### config.mk
export PLATFORM = sky130hd
export DESIGN_NAME = arc_access_gate
export DESIGN_NICKNAME = d
export VERILOG_FILES = /design/src/rtl/arc_pkg.sv /design/src/rtl/arc_range_entry.sv /design/src/rtl/arc_decide.sv /design/src/rtl/arc_deny_track.sv /design/src/rtl/arc_access_gate.sv
export SDC_FILE = /design/constraint.sdc
export NUM_CORES = 1
export LEC_CHECK = 0
export ABC_CLOCK_PERIOD_IN_PS = 3700
export BUFFER_PORTS_ARGS = -buffer_cell sky130_fd_sc_hd__buf_2
export CORE_ASPECT_RATIO = 1.5
export CORE_UTILIZATION = 54
export DETAILED_ROUTE_END_ITERATION = 10
export GPL_TIMING_DRIVEN = 0
export PLACE_DENSITY_LB_ADDON = 0.2
export SYNTH_ARGS = -nofsm -noshare
export SYNTH_HDL_FRONTEND = slang
export SYNTH_SLANG_ARGS = --single-unit
### constraint.sdc
create_clock -name clk_i -period 3.7 [get_ports clk_i]
set_input_delay 0.37 -clock clk_i [delete_from_list [all_inputs] [get_ports clk_i]]
set_output_delay 0.37 -clock clk_i [all_outputs]
set_load 0.05 [all_outputs]
### src/rtl/arc_pkg.sv
package arc_pkg;

  // access kind carried by a request
  typedef enum logic [1:0] {
    ACC_READ  = 2'd0,
    ACC_WRITE = 2'd1,
    ACC_FETCH = 2'd2,
    ACC_RSVD  = 2'd3
  } acc_kind_e;

  // configuration field selector
  typedef enum logic [2:0] {
    FLD_LOWER  = 3'd0,
    FLD_UPPER  = 3'd1,
    FLD_PERM   = 3'd2,
    FLD_POLICY = 3'd3,
    FLD_LOCK   = 3'd4,
    FLD_THRESH = 3'd5
  } cfg_field_e;

  // permission bit positions
  localparam int unsigned PB_READ  = 0;
  localparam int unsigned PB_WRITE = 1;
  localparam int unsigned PB_EXEC  = 2;
  localparam int unsigned PB_EN    = 3;

  localparam logic [3:0] MB4_TRUE = 4'h6;
  localparam logic [7:0] MB8_TRUE = 8'h96;

endpackage

### src/rtl/arc_range_entry.sv
module arc_range_entry
  import arc_pkg::*;
#(
  parameter int unsigned AW     = 32,
  parameter int unsigned DW     = 32,
  parameter int unsigned ROLE_W = 16,
  parameter int unsigned IDX_W  = 2,
  parameter int unsigned IDX    = 0
) (
  input  logic              clk_i,
  input  logic              rst_ni,
  input  logic              cfg_we_i,
  input  logic [IDX_W-1:0]  cfg_idx_i,
  input  logic [2:0]        cfg_field_i,
  input  logic [DW-1:0]     cfg_wdata_i,
  input  logic [AW-1:0]     addr_i,
  output logic              hit_o,
  output logic [2:0]        rwx_o,
  output logic [ROLE_W-1:0] rd_mask_o,
  output logic [ROLE_W-1:0] wr_mask_o
);

  logic [AW-1:0]     lower_q, lower_d;
  logic [AW-1:0]     upper_q, upper_d;
  logic [3:0]        perm_q, perm_d;
  logic [ROLE_W-1:0] rdm_q, rdm_d;
  logic [ROLE_W-1:0] wrm_q, wrm_d;
  logic [3:0]        lock_q, lock_d;
  logic              sel_me, open_win, upd;

  assign sel_me   = cfg_we_i && (cfg_idx_i == IDX_W'(IDX));
  // only the exact open code keeps the window writable
  assign open_win = (lock_q == MB4_TRUE);
  assign upd      = sel_me && open_win;

  always_comb begin
    lower_d = lower_q;
    upper_d = upper_q;
    perm_d  = perm_q;
    rdm_d   = rdm_q;
    wrm_d   = wrm_q;
    lock_d  = lock_q;
    if (upd) begin
      case (cfg_field_i)
        FLD_LOWER:  lower_d = cfg_wdata_i[AW-1:0];
        FLD_UPPER:  upper_d = cfg_wdata_i[AW-1:0];
        FLD_PERM:   perm_d  = cfg_wdata_i[3:0];
        FLD_POLICY: begin
          rdm_d = cfg_wdata_i[ROLE_W-1:0];
          wrm_d = cfg_wdata_i[2*ROLE_W-1:ROLE_W];
        end
        FLD_LOCK:   lock_d  = cfg_wdata_i[3:0];
        default: ;
      endcase
    end
  end

  always_ff @(posedge clk_i or negedge rst_ni) begin
    if (!rst_ni) begin
      lower_q <= '0;
      upper_q <= '0;
      perm_q  <= '0;
      rdm_q   <= '0;
      wrm_q   <= '0;
      lock_q  <= MB4_TRUE;
    end else if (upd) begin
      lower_q <= lower_d;
      upper_q <= upper_d;
      perm_q  <= perm_d;
      rdm_q   <= rdm_d;
      wrm_q   <= wrm_d;
      lock_q  <= lock_d;
    end
  end

  // half-open window; an empty or inverted window can never hit
  assign hit_o     = perm_q[PB_EN] && (addr_i >= lower_q) && (addr_i < upper_q);
  assign rwx_o     = perm_q[2:0];
  assign rd_mask_o = rdm_q;
  assign wr_mask_o = wrm_q;

endmodule

### src/rtl/arc_decide.sv
module arc_decide
  import arc_pkg::*;
#(
  parameter int unsigned N      = 4,
  parameter int unsigned ROLE_W = 16,
  parameter int unsigned IDX_W  = 2
) (
  input  logic [N-1:0]             hit_i,
  input  logic [N-1:0][2:0]        rwx_i,
  input  logic [N-1:0][ROLE_W-1:0] rd_mask_i,
  input  logic [N-1:0][ROLE_W-1:0] wr_mask_i,
  input  logic [1:0]               kind_i,
  input  logic [ROLE_W-1:0]        roles_i,
  input  logic                     bypass_on_i,
  output logic                     allow_o,
  output logic [IDX_W-1:0]         sel_o,
  output logic                     nomatch_o,
  output logic                     role_fail_o
);

  logic              found;
  logic [IDX_W-1:0]  sel;
  logic [2:0]        rwx;
  logic [ROLE_W-1:0] mask;
  logic              kind_ok, role_ok;

  // lowest index wins: scan downwards so the last assignment is the lowest hit
  always_comb begin
    found = 1'b0;
    sel   = '0;
    for (int i = N - 1; i >= 0; i--) begin
      if (hit_i[i]) begin
        found = 1'b1;
        sel   = IDX_W'(i);
      end
    end
  end

  always_comb begin
    rwx = rwx_i[sel];
    case (kind_i)
      ACC_READ:  begin kind_ok = rwx[PB_READ];  mask = rd_mask_i[sel]; end
      ACC_WRITE: begin kind_ok = rwx[PB_WRITE]; mask = wr_mask_i[sel]; end
      ACC_FETCH: begin kind_ok = rwx[PB_EXEC];  mask = rd_mask_i[sel]; end
      default:   begin kind_ok = 1'b0;          mask = '0;             end
    endcase
    role_ok = |(mask & roles_i);
  end

  assign allow_o     = bypass_on_i || (found && kind_ok && role_ok);
  assign sel_o       = sel;
  assign nomatch_o   = !found;
  assign role_fail_o = found && kind_ok && !role_ok;

endmodule

### src/rtl/arc_deny_track.sv
module arc_deny_track #(
  parameter int unsigned CNT_W = 8,
  parameter int unsigned IDX_W = 2
) (
  input  logic             clk_i,
  input  logic             rst_ni,
  input  logic             deny_i,
  input  logic [IDX_W-1:0] sel_i,
  input  logic             nomatch_i,
  input  logic             role_fail_i,
  input  logic [1:0]       kind_i,
  input  logic             thr_we_i,
  input  logic [CNT_W-1:0] thr_i,
  output logic [CNT_W-1:0] cnt_o,
  output logic             irq_o,
  output logic [IDX_W-1:0] log_idx_o,
  output logic             log_nomatch_o,
  output logic [1:0]       log_kind_o,
  output logic             log_role_fail_o
);

  localparam logic [CNT_W-1:0] CntMax = {CNT_W{1'b1}};

  logic [CNT_W-1:0] cnt_q, cnt_d, thr_q;
  logic             cnt_en;
  logic [IDX_W-1:0] lidx_q;
  logic             lnm_q, lrf_q;
  logic [1:0]       lkind_q;

  assign cnt_en = deny_i && (cnt_q != CntMax);
  assign cnt_d  = cnt_q + CNT_W'(1);

  always_ff @(posedge clk_i or negedge rst_ni) begin
    if (!rst_ni)     cnt_q <= '0;
    else if (cnt_en) cnt_q <= cnt_d;
  end

  always_ff @(posedge clk_i or negedge rst_ni) begin
    if (!rst_ni)       thr_q <= '0;
    else if (thr_we_i) thr_q <= thr_i;
  end

  always_ff @(posedge clk_i or negedge rst_ni) begin
    if (!rst_ni) begin
      lidx_q  <= '0;
      lnm_q   <= 1'b0;
      lrf_q   <= 1'b0;
      lkind_q <= 2'd0;
    end else if (deny_i) begin
      lidx_q  <= sel_i;
      lnm_q   <= nomatch_i;
      lrf_q   <= role_fail_i;
      lkind_q <= kind_i;
    end
  end

  assign cnt_o           = cnt_q;
  assign irq_o           = (thr_q != '0) && (cnt_q >= thr_q);
  assign log_idx_o       = lidx_q;
  assign log_nomatch_o   = lnm_q;
  assign log_kind_o      = lkind_q;
  assign log_role_fail_o = lrf_q;

endmodule

### src/rtl/arc_access_gate.sv
module arc_access_gate
  import arc_pkg::*;
#(
  parameter int unsigned N      = 4,
  parameter int unsigned AW     = 32,
  parameter int unsigned ROLE_W = 16,
  parameter int unsigned CNT_W  = 8,
  parameter int unsigned IDX_W  = (N > 1) ? $clog2(N) : 1
) (
  input  logic              clk_i,
  input  logic              rst_ni,
  input  logic              cfg_we_i,
  input  logic [IDX_W-1:0]  cfg_idx_i,
  input  logic [2:0]        cfg_field_i,
  input  logic [31:0]       cfg_wdata_i,
  input  logic [7:0]        bypass_i,
  input  logic              req_valid_i,
  input  logic [AW-1:0]     req_addr_i,
  input  logic [1:0]        req_type_i,
  input  logic [ROLE_W-1:0] req_roles_i,
  input  logic [31:0]       req_wdata_i,
  output logic              fwd_valid_o,
  output logic [AW-1:0]     fwd_addr_o,
  output logic [1:0]        fwd_type_o,
  output logic [31:0]       fwd_wdata_o,
  input  logic [31:0]       fwd_rdata_i,
  output logic              rsp_valid_o,
  output logic              rsp_err_o,
  output logic [31:0]       rsp_rdata_o,
  output logic [CNT_W-1:0]  deny_cnt_o,
  output logic              deny_irq_o,
  output logic [IDX_W-1:0]  log_idx_o,
  output logic              log_nomatch_o,
  output logic [1:0]        log_type_o,
  output logic              log_role_fail_o
);

  logic [N-1:0]             hit;
  logic [N-1:0][2:0]        rwx;
  logic [N-1:0][ROLE_W-1:0] rdm, wrm;
  logic                     bypass_on, allow, nomatch, role_fail, deny;
  logic [IDX_W-1:0]         sel;
  logic                     rsp_valid_q, rsp_err_q, rsp_err_d;
  logic [31:0]              rsp_rdata_q, rsp_rdata_d;

  for (genvar g = 0; g < N; g++) begin : g_win
    arc_range_entry #(
      .AW(AW), .DW(32), .ROLE_W(ROLE_W), .IDX_W(IDX_W), .IDX(g)
    ) u_entry (
      .clk_i      (clk_i),
      .rst_ni     (rst_ni),
      .cfg_we_i   (cfg_we_i),
      .cfg_idx_i  (cfg_idx_i),
      .cfg_field_i(cfg_field_i),
      .cfg_wdata_i(cfg_wdata_i),
      .addr_i     (req_addr_i),
      .hit_o      (hit[g]),
      .rwx_o      (rwx[g]),
      .rd_mask_o  (rdm[g]),
      .wr_mask_o  (wrm[g])
    );
  end

  assign bypass_on = (bypass_i == MB8_TRUE);

  arc_decide #(.N(N), .ROLE_W(ROLE_W), .IDX_W(IDX_W)) u_decide (
    .hit_i      (hit),
    .rwx_i      (rwx),
    .rd_mask_i  (rdm),
    .wr_mask_i  (wrm),
    .kind_i     (req_type_i),
    .roles_i    (req_roles_i),
    .bypass_on_i(bypass_on),
    .allow_o    (allow),
    .sel_o      (sel),
    .nomatch_o  (nomatch),
    .role_fail_o(role_fail)
  );

  assign deny = req_valid_i && !allow;

  arc_deny_track #(.CNT_W(CNT_W), .IDX_W(IDX_W)) u_track (
    .clk_i          (clk_i),
    .rst_ni         (rst_ni),
    .deny_i         (deny),
    .sel_i          (sel),
    .nomatch_i      (nomatch),
    .role_fail_i    (role_fail),
    .kind_i         (req_type_i),
    .thr_we_i       (cfg_we_i && (cfg_field_i == FLD_THRESH)),
    .thr_i          (cfg_wdata_i[CNT_W-1:0]),
    .cnt_o          (deny_cnt_o),
    .irq_o          (deny_irq_o),
    .log_idx_o      (log_idx_o),
    .log_nomatch_o  (log_nomatch_o),
    .log_kind_o     (log_type_o),
    .log_role_fail_o(log_role_fail_o)
  );

  assign fwd_valid_o = req_valid_i && allow;
  assign fwd_addr_o  = req_addr_i;
  assign fwd_type_o  = req_type_i;
  assign fwd_wdata_o = req_wdata_i;

  always_comb begin
    rsp_err_d   = !allow;
    rsp_rdata_d = '0;
    if (allow && (req_type_i != ACC_WRITE)) rsp_rdata_d = fwd_rdata_i;
  end

  always_ff @(posedge clk_i or negedge rst_ni) begin
    if (!rst_ni) rsp_valid_q <= 1'b0;
    else         rsp_valid_q <= req_valid_i;
  end

  always_ff @(posedge clk_i or negedge rst_ni) begin
    if (!rst_ni) begin
      rsp_err_q   <= 1'b0;
      rsp_rdata_q <= '0;
    end else if (req_valid_i) begin
      rsp_err_q   <= rsp_err_d;
      rsp_rdata_q <= rsp_rdata_d;
    end
  end

  assign rsp_valid_o = rsp_valid_q;
  assign rsp_err_o   = rsp_err_q;
  assign rsp_rdata_o = rsp_rdata_q;

endmodule

==> results of run 1 <==
## synthesized netlist by cell type (19+ instances only)
library cell	n	share of area, %
inv_1	333	4.7
nand3_1	59	1.1
mux2i_1	19	0.72
dfrtp_1	464	44
ha_1	261	12
mux2_2	335	14
nand2_1	153	2.2
nor3_1	23	0.43
buf_4	66	1.9
nor2_1	56	0.79
a21oi_1	86	1.6
nand4_1	37	0.87
clkbuf_1	94	1.3
a21o_1	35	0.99
o21ai_0	121	2.3
nand2b_1	25	0.59
o22ai_1	36	0.85
## per-stage QoR
stage	cell area, um^2	setup slack, ps	total power, mW	setup TNS (ps)
after global routing	31760	-1487	12.17	-43500
final	31760	-1401	11.74	-39140
after CTS	31100	-1411	11.77	-39220
after detailed placement	29140	-1940	6.958	-80200
after floorplan	26940	-218.5	6.348	-3044
after global placement	28970	-7223	6.891	-3467840
## registers in the layout (all words and copies together), names as in the netlist
| register | cells |
|---|---|
| u_track.log_nomatch_o | 1 |
| g_win.u_entry.upper_q | 128 |
| g_win.u_entry.wr_mask_o | 64 |
| g_win.u_entry.lower_q | 128 |
| g_win.u_entry.lock_q | 16 |
| u_track.log_kind_o | 2 |
| u_track.thr_q | 8 |
| g_win.u_entry.rd_mask_o | 64 |
| u_track.log_role_fail_o | 1 |
| u_track.cnt_o | 8 |
| u_track.log_idx_o | 2 |
| g_win.u_entry.perm_q | 16 |
| rsp_rdata_o | 32 |
| rsp_valid_o | 1 |
| rsp_err_o | 1 |
## worst paths after layout
check / depth (start not counted) / to / from
min in group asynchronous: 2 / g_win[2].u_entry.lower_q[7] / rst_ni
worst max register to register: 18 / u_track.log_idx_o[0] / g_win[0].u_entry.upper_q[23]
max in group asynchronous: 4 / g_win[0].u_entry.wr_mask_o[3] / rst_ni
worst max-delay path: 18 / fwd_valid_o / g_win[2].u_entry.lower_q[2]
worst min-delay path: 3 / rsp_rdata_o[0] / fwd_rdata_i[0]
worst min register to register: 1 / g_win[3].u_entry.lock_q[0] / g_win[3].u_entry.lock_q[0]
## cell type report
type	count	share of cell area (%)
multi-input cells	1498	42.08
flip-flops and latches	472	37.22
repair buffers	293	5.701
clock buffers	67	4.255
inverters	334	3.963
plain buffers	187	3.652
well taps	656	2.584
clock inverters	14	0.5476
## cells by family (layout without fill, tap and decap cells)
kind of cell,after synthesis,in the layout,share of synthesized area [%]
buffers and inverters,521,895,8.545
flip-flops,472,472,44.58
AND/OR/NAND/NOR,449,449,8.630
AO/OA/AOI/OAI,424,424,10.57
multiplexers,359,359,15.20
adder cells (fa/ha/maj),261,261,12.31
XOR/XNOR,5,5,0.1651
## per-layer routing
metal | vias to the layer above | global-route usage, % | share of wire (%)
li1 | 9309 | - | -
met4 | 0 | 15.99 | 5.5
met5 | - | 0 | 0
met2 | 781 | 53.33 | 51
met3 | 243 | 3.393 | 5.2
met1 | 10270 | 35.90 | 39
## power groups by stage
stage / sequential (mW) / clock (mW) / combinational, mW
5_1_grt: 5.33 / 5.10 / 1.75
3_3_place_gp: 5.41 / 0 / 1.48
4_1_cts: 5.32 / 4.88 / 1.57
2_1_floorplan: 5.57 / 0 / 0.782
6_report: 5.32 / 4.83 / 1.59
3_5_place_dp: 5.41 / 0 / 1.54
## layout by cell type, fill, tap and decap left out, types with 13 or more instances in the layout
master	n
a211oi_1	16
a21o_1	35
a21oi_1	81
buf_2	245
buf_4	102
clkbuf_1	97
clkbuf_16	50
dfrtp_1	464
ha_1	246
ha_4	15
inv_1	326
mux2_2	332
mux2i_1	13
nand2_1	153
nand2b_1	22
nand3_1	58
nand4_1	37
nor2_1	46
nor3_1	20
o211ai_1	14
o21ai_0	111
o22ai_1	24
or2_2	16
## what timing repair did
action / 4_1_cts / 5_1_grt
hold buffers: 2 / 0
cloned: 1 / 3
setup endpoints to repair: 48 / 48
buffers inserted: 18 / 19
endpoints found under the hold margin: 41 / 0
pin swaps: 27 / 37
resized for setup: 47 / 90
## critical path: stages, from the launching register on
cell       delay [ps]
dfrtp_1           380
inv_1              80
ha_4              270
a211oi_1           80
a211o_1           350
a2111oi_4         360
o211ai_1          200
a211o_4           450
buf_12            180
buf_8             130
mux2i_4           170
a2111oi_2          90
a22oi_1           330
nand4_1           190
nor4_4            350
nand2_2           130
a21boi_4          210
nor2b_4            60
buf_8             150
==> impl_metrics.json, run 1 <==
{
  "outcome": "finished, violations left",
  "violations": "negative setup slack",
  "cts.path.max_buffers": 3,
  "leakage_nw": 15.35,
  "clk_pin_slew_ps": 70,
  "crit_path_max_fanout": 7,
  "ant_nets": 0,
  "dp.cells": 3397,
  "ys_types": 80,
  "drv_slew": 0,
  "grt_pass1_vias": 20750,
  "pwr-share-seq_pct": 45.3,
  "finalHoldViolCount": 0,
  "fill_cells": 3792,
  "worstMarginPinSlew_ps": 1168,
  "power_frac_clock_pct": 41.2,
  "num_rows": 99,
  "crit_type": "reg2out",
  "fin_crit_sh_pct": 137.9,
  "synth_edf_count": 0,
  "numCtsBuffers": 46,
  "seqCellArea_um2": 11820,
  "diodes": 0,
  "wl_um": 76060,
  "switching_share_pct": 27.67,
  "cp.arrival_ps": 4730,
  "cts_root_buffer": "clkbuf_16",
  "setup_violations": 48,
  "finalCriticalPeriod_ps": 5101,
  "ys_ff_latch": 472,
  "finalNonFillerCells": 3521,
  "initialDrtViolationCount": 1099,
  "drive_gt1_share_pct": 32.74,
  "die_h_um": 273.4,
  "syn_nets": 2915,
  "maxSlewHeadroom_pct": 21.07,
  "ys_warn_count": 0,
  "via_per_inst": 5.853,
  "clk_latency_ps": 580,
  "die_area_um2": 50020,
  "portBuffers": 242,
  "drc_errors": 0,
  "peakVddDrop_mv": 0.3678,
  "hold-worst-slack_ps": 43.79,
  "gr-total-overflow": 0,
  "clock-sinks": 472,
  "num_vias": 20610,
  "synth_area_per_cell_um2": 10.65,
  "gp_congestion": 0.9501,
  "nets": 3256,
  "max_freq_mhz": 196.0,
  "cp-start-kind": "flop",
  "synth_cells": 2491,
  "routedWlPerCell_um": 21.60,
  "htree_num_levels": 2,
  "rrSetupSlack_ps": -970,
  "p_sw_mw": 3.249,
  "area_growth_pct": 19.76,
  "core_area_um2": 48560,
  "grt_antenna_before_repair": 0,
  "synth_seq_area_share_pct": 44.58,
  "grt_max_degree": 122,
  "synth-main-ff-cell": "dfrtp_1",
  "cts_tree": "yes",
  "netlist_area_um2": 26520,
  "pin_count": 279,
  "worstSetupEndpointType": "output pin",
  "die_width_um": 182.9,
  "multi_input_area_um2": 13360,
  "required_ps": 3330,
  "setup_ws_ps": -1401,
  "first_pass_iters": 5,
  "p_int_mw": 8.493,
  "power_density_nw_per_um2": 369.7,
  "dpl.hpwl_um": 55390,
  "max-cap-violations": 0,
  "clock_skew_ps": 17.08,
  "synthArstFlopShare_pct": 100.0,
  "initial_core_util_pct": 54.61,
  "grt_setup_unrepaired": "true",
  "track_usage_pct": 30.17,
  "hold_class": "in2reg",
  "post-route-util_pct": 65.41,
  "comb_power_share_pct": 13.5,
  "grt_first_pass_wirelength_um": 115200
}
Power figures use the tool's default switching activity.
==> run 2: changes to the inputs <==
--- a/config.mk
+++ b/config.mk
@@ -10,8 +10,10 @@
 export CORE_ASPECT_RATIO = 1.5
 export CORE_UTILIZATION = 54
 export DETAILED_ROUTE_END_ITERATION = 10
+export GPL_ROUTABILITY_DRIVEN = 0
 export GPL_TIMING_DRIVEN = 0
 export PLACE_DENSITY_LB_ADDON = 0.2
 export SYNTH_ARGS = -nofsm -noshare
 export SYNTH_HDL_FRONTEND = slang
+export SYNTH_HIERARCHICAL = 1
 export SYNTH_SLANG_ARGS = --single-unit
==> constraint.sdc (replaced) <==
create_clock -name clk_i -period 3.7 [get_ports clk_i]
set_input_delay 0.925 -clock clk_i [delete_from_list [all_inputs] [get_ports clk_i]]
set_output_delay 0.925 -clock clk_i [all_outputs]
set_load 0.05 [all_outputs]
==> impl_metrics.json, run 2 <==
{
  "outcome": "finished, violations left",
  "violations": "negative setup slack",
  "yosysMostFrequentCell": "dfrtp_1",
  "top_regs": "g_win.u_entry/lower_q: 128 flops, g_win.u_entry/upper_q: 128 flops",
  "required_ps": 2770,
  "ys_ff_latch": 472,
  "r2r_cells": 23,
  "seqCellArea_um2": 11820,
  "slowest_stage": "a2111oi_4",
  "synth_cells": 2530,
  "clk_latency_ps": 570,
  "max_freq_mhz": 161.9,
  "die_area_um2": 49810,
  "grt_setup_unrepaired": "true",
  "cts.path.max_buffers": 3,
  "initialDrtViolationCount": 1262,
  "gr-total-overflow": 0,
  "max-cap-violations": 0,
  "die_width_um": 182.6,
  "synth_seq_area_share_pct": 44.76,
  "fin_area_um2": 31950,
  "maxSlewHeadroom_pct": 45.26,
  "rrSetupSlack_ps": -1540,
  "finalCriticalPeriod_ps": 6176,
  "worstMarginPinSlew_ps": 820.3,
  "area_growth_pct": 20.98,
  "fill_cells": 3613,
  "post-synth-top-area-cell": "dfrtp_1",
  "cp_slowest_stage_delay_ps": 610,
  "htree_num_levels": 2,
  "crit_type": "in2out",
  "ys_types": 83,
  "nets": 3298,
  "peakVddDrop_mv": 0.3265,
  "cp-start-kind": "input pin",
  "clk_pin_slew_ps": 60,
  "cts_root_buffer": "clkbuf_16",
  "timing.rr.end": "u_track/log_idx_o[0]",
  "leakage_nw": 16.34,
  "clock_skew_ps": 14.62,
  "path_cells": "buf_4 -> ha_1 -> nand2_1 -> or3_4 -> nor2_4 -> o31ai_4 -> a2111oi_4 -> o21bai_4 -> buf_12 -> buf_12 -> mux4_2 -> a22oi_1 -> o22ai_2 -> nor2_1 -> a32oi_2 -> nand2_4 -> buf_12 -> clkinvlp_4 -> buf_8",
  "dpl.hpwl_um": 53830,
  "num_vias": 20690,
  "initial_core_util_pct": 55.08,
  "numCtsBuffers": 47,
  "finalHoldViolCount": 0,
  "setup_violations": 48,
  "grt_antenna_before_repair": 0,
  "synth_edf_count": 0,
  "setup_ws_ps": -2476,
  "path_common_cell": "buf_12",
  "first_pass_iters": 5,
  "grt_pass1_vias": 21490,
  "synth_area_per_cell_um2": 10.44,
  "pin_count": 279,
  "crit_path_max_fanout": 9,
  "grt_first_pass_wirelength_um": 119400,
  "cp.arrival_ps": 5250,
  "worstSetupEndpointType": "output pin",
  "synthArstFlopShare_pct": 100.0,
  "die_h_um": 272.8,
  "cts_tree": "yes",
  "diodes": 0,
  "drc_errors": 0,
  "syn_nets": 2954,
  "wl_um": 78210,
  "ant_nets": 0,
  "netlist_area_um2": 26410,
  "power_density_nw_per_um2": 371.3,
  "grt_max_degree": 112,
  "routedWlPerCell_um": 21.96,
  "multi_input_area_um2": 13120,
  "hold_class": "in2async",
  "track_usage_pct": 31.37,
  "most-common-layout-cells": "464 x dfrtp_1, 340 x inv_1, 338 x nand2_1",
  "drive_gt1_share_pct": 30.88,
  "core_area_um2": 47940,
  "synth-main-ff-cell": "dfrtp_1",
  "via_per_inst": 5.809,
  "synth_top_cell_area_share_pct": 43.97,
  "cts_hold_buffers": 0,
  "synth_area_leaders": "dfrtp_1 44%, ha_1 12%, mux2_2 5.5%",
  "drv_slew": 0,
  "num_rows": 98,
  "ys_warn_count": 6,
  "final_common_cell": "dfrtp_1",
  "place_area_um2": 28710,
  "r2r_start": "g_win[2].u_entry/lower_q[29]",
  "finalPower_mw": 11.86,
  "clock-sinks": 472,
  "synth.top_cells.by_count": "464 x dfrtp_1, 342 x inv_1, 339 x nand2_1, 261 x ha_1, 219 x o21ai_0",
  "fin_crit_sh_pct": 166.9,
  "portBuffers": 246
}
-- run 2: cell count changes after synthesis, moves of 24 or more --
cell	delta
o22ai_1	-35
clkbuf_1	-85
o21ai_2	+28
o21ai_0	+98
mux4_2	+26
buf_2	+28
nand2_1	+186
nand2b_1	-24
o21ai_1	+46
nand3_1	-28
mux2_4	+29
buf_4	+25
o32ai_2	+29
mux2_2	-206
-- run 2: final cells by class --
type	instances	area share (%)
buffer	162	3.932
clock buffer	74	4.633
clock inverter	12	0.5169
inverter	343	4.053
multi-input combinational	1553	41.06
sequential	472	37.00
tap	650	2.546
timing repair buffer	295	6.262
-- run 2: power breakdown --
part,internal [mW],switching [mW]
Sequential,5.24,0.0850
Combinational,0.448,1.00
Clock,3.02,2.07
Total,8.70,3.16
-- run 2: layer usage --
| layer | vias to the layer above | share of wire, % | track usage [%] |
|---|---|---|---|
| met4 | 0 | 6.8 | 19.66 |
| met5 | - | 0 | 0 |
| met3 | 240 | 5.4 | 3.798 |
| met1 | 10370 | 38 | 36.21 |
| met2 | 748 | 50 | 55.18 |
| li1 | 9333 | - | - |
-- run 2: worst max path at each step --
| stage | cells after the start | start | endpoint | slack [ps] |
|---|---|---|---|---|
| after global routing | 18 | req_addr_i[14] | fwd_valid_o | -2540 |
| after detailed placement | 20 | req_addr_i[30] | fwd_valid_o | -3690 |
| after CTS | 20 | req_addr_i[30] | fwd_valid_o | -2390 |
| final | 19 | req_addr_i[27] | fwd_valid_o | -2480 |
| after global placement | 1 | rst_ni | g_win[2].u_entry/lower_q[6] | -7800 |
| after floorplan | 18 | req_addr_i[30] | fwd_valid_o | -1790 |
-- run 2: kinds of logic after synthesis --
family | count (synthesis) | share of synthesized area [%]
DFF | 472 | 44.76
and+or+nand+nor | 564 | 10.29
xor gates and xnor gates | 5 | 0.1658
muxes | 200 | 10.13
buffers and inverters | 505 | 9.206
adders and majority gates | 261 | 12.37
AOI/OAI and AO/OA | 523 | 13.08
-- run 2: metrics by stage --
stage / std cells / TNS, ps / hold slack (ps) / setup WS, ps / util, %
CTS: 3541 / -62170 / 421.2 / -2392 / 65.14
global placement: 3426 / -3759920 / 430.5 / -7796 / 59.62
global route: 3561 / -69640 / 437.6 / -2538 / 66.64
detailed placement: 3430 / -141260 / 437.4 / -3689 / 59.87
finish: 3561 / -67060 / 387.8 / -2476 / 66.64
floorplan: 2530 / -47570 / 420.3 / -1788 / -
-- run 2: critical path: cells and delay by family --
family / cells / cell delay (ps)
buffers and inverters: 6 / 870
muxes: 1 / 520
and+or+nand+nor: 5 / 990
adders and majority gates: 1 / 320
AOI/OAI and AO/OA: 6 / 1620
-- run 2: what timing repair did --
action,4_1_cts,5_1_grt
setup buffers,22,22
gates cloned,3,0
endpoints found under the setup margin,48,48
pin swaps,37,42
resized for setup,136,84
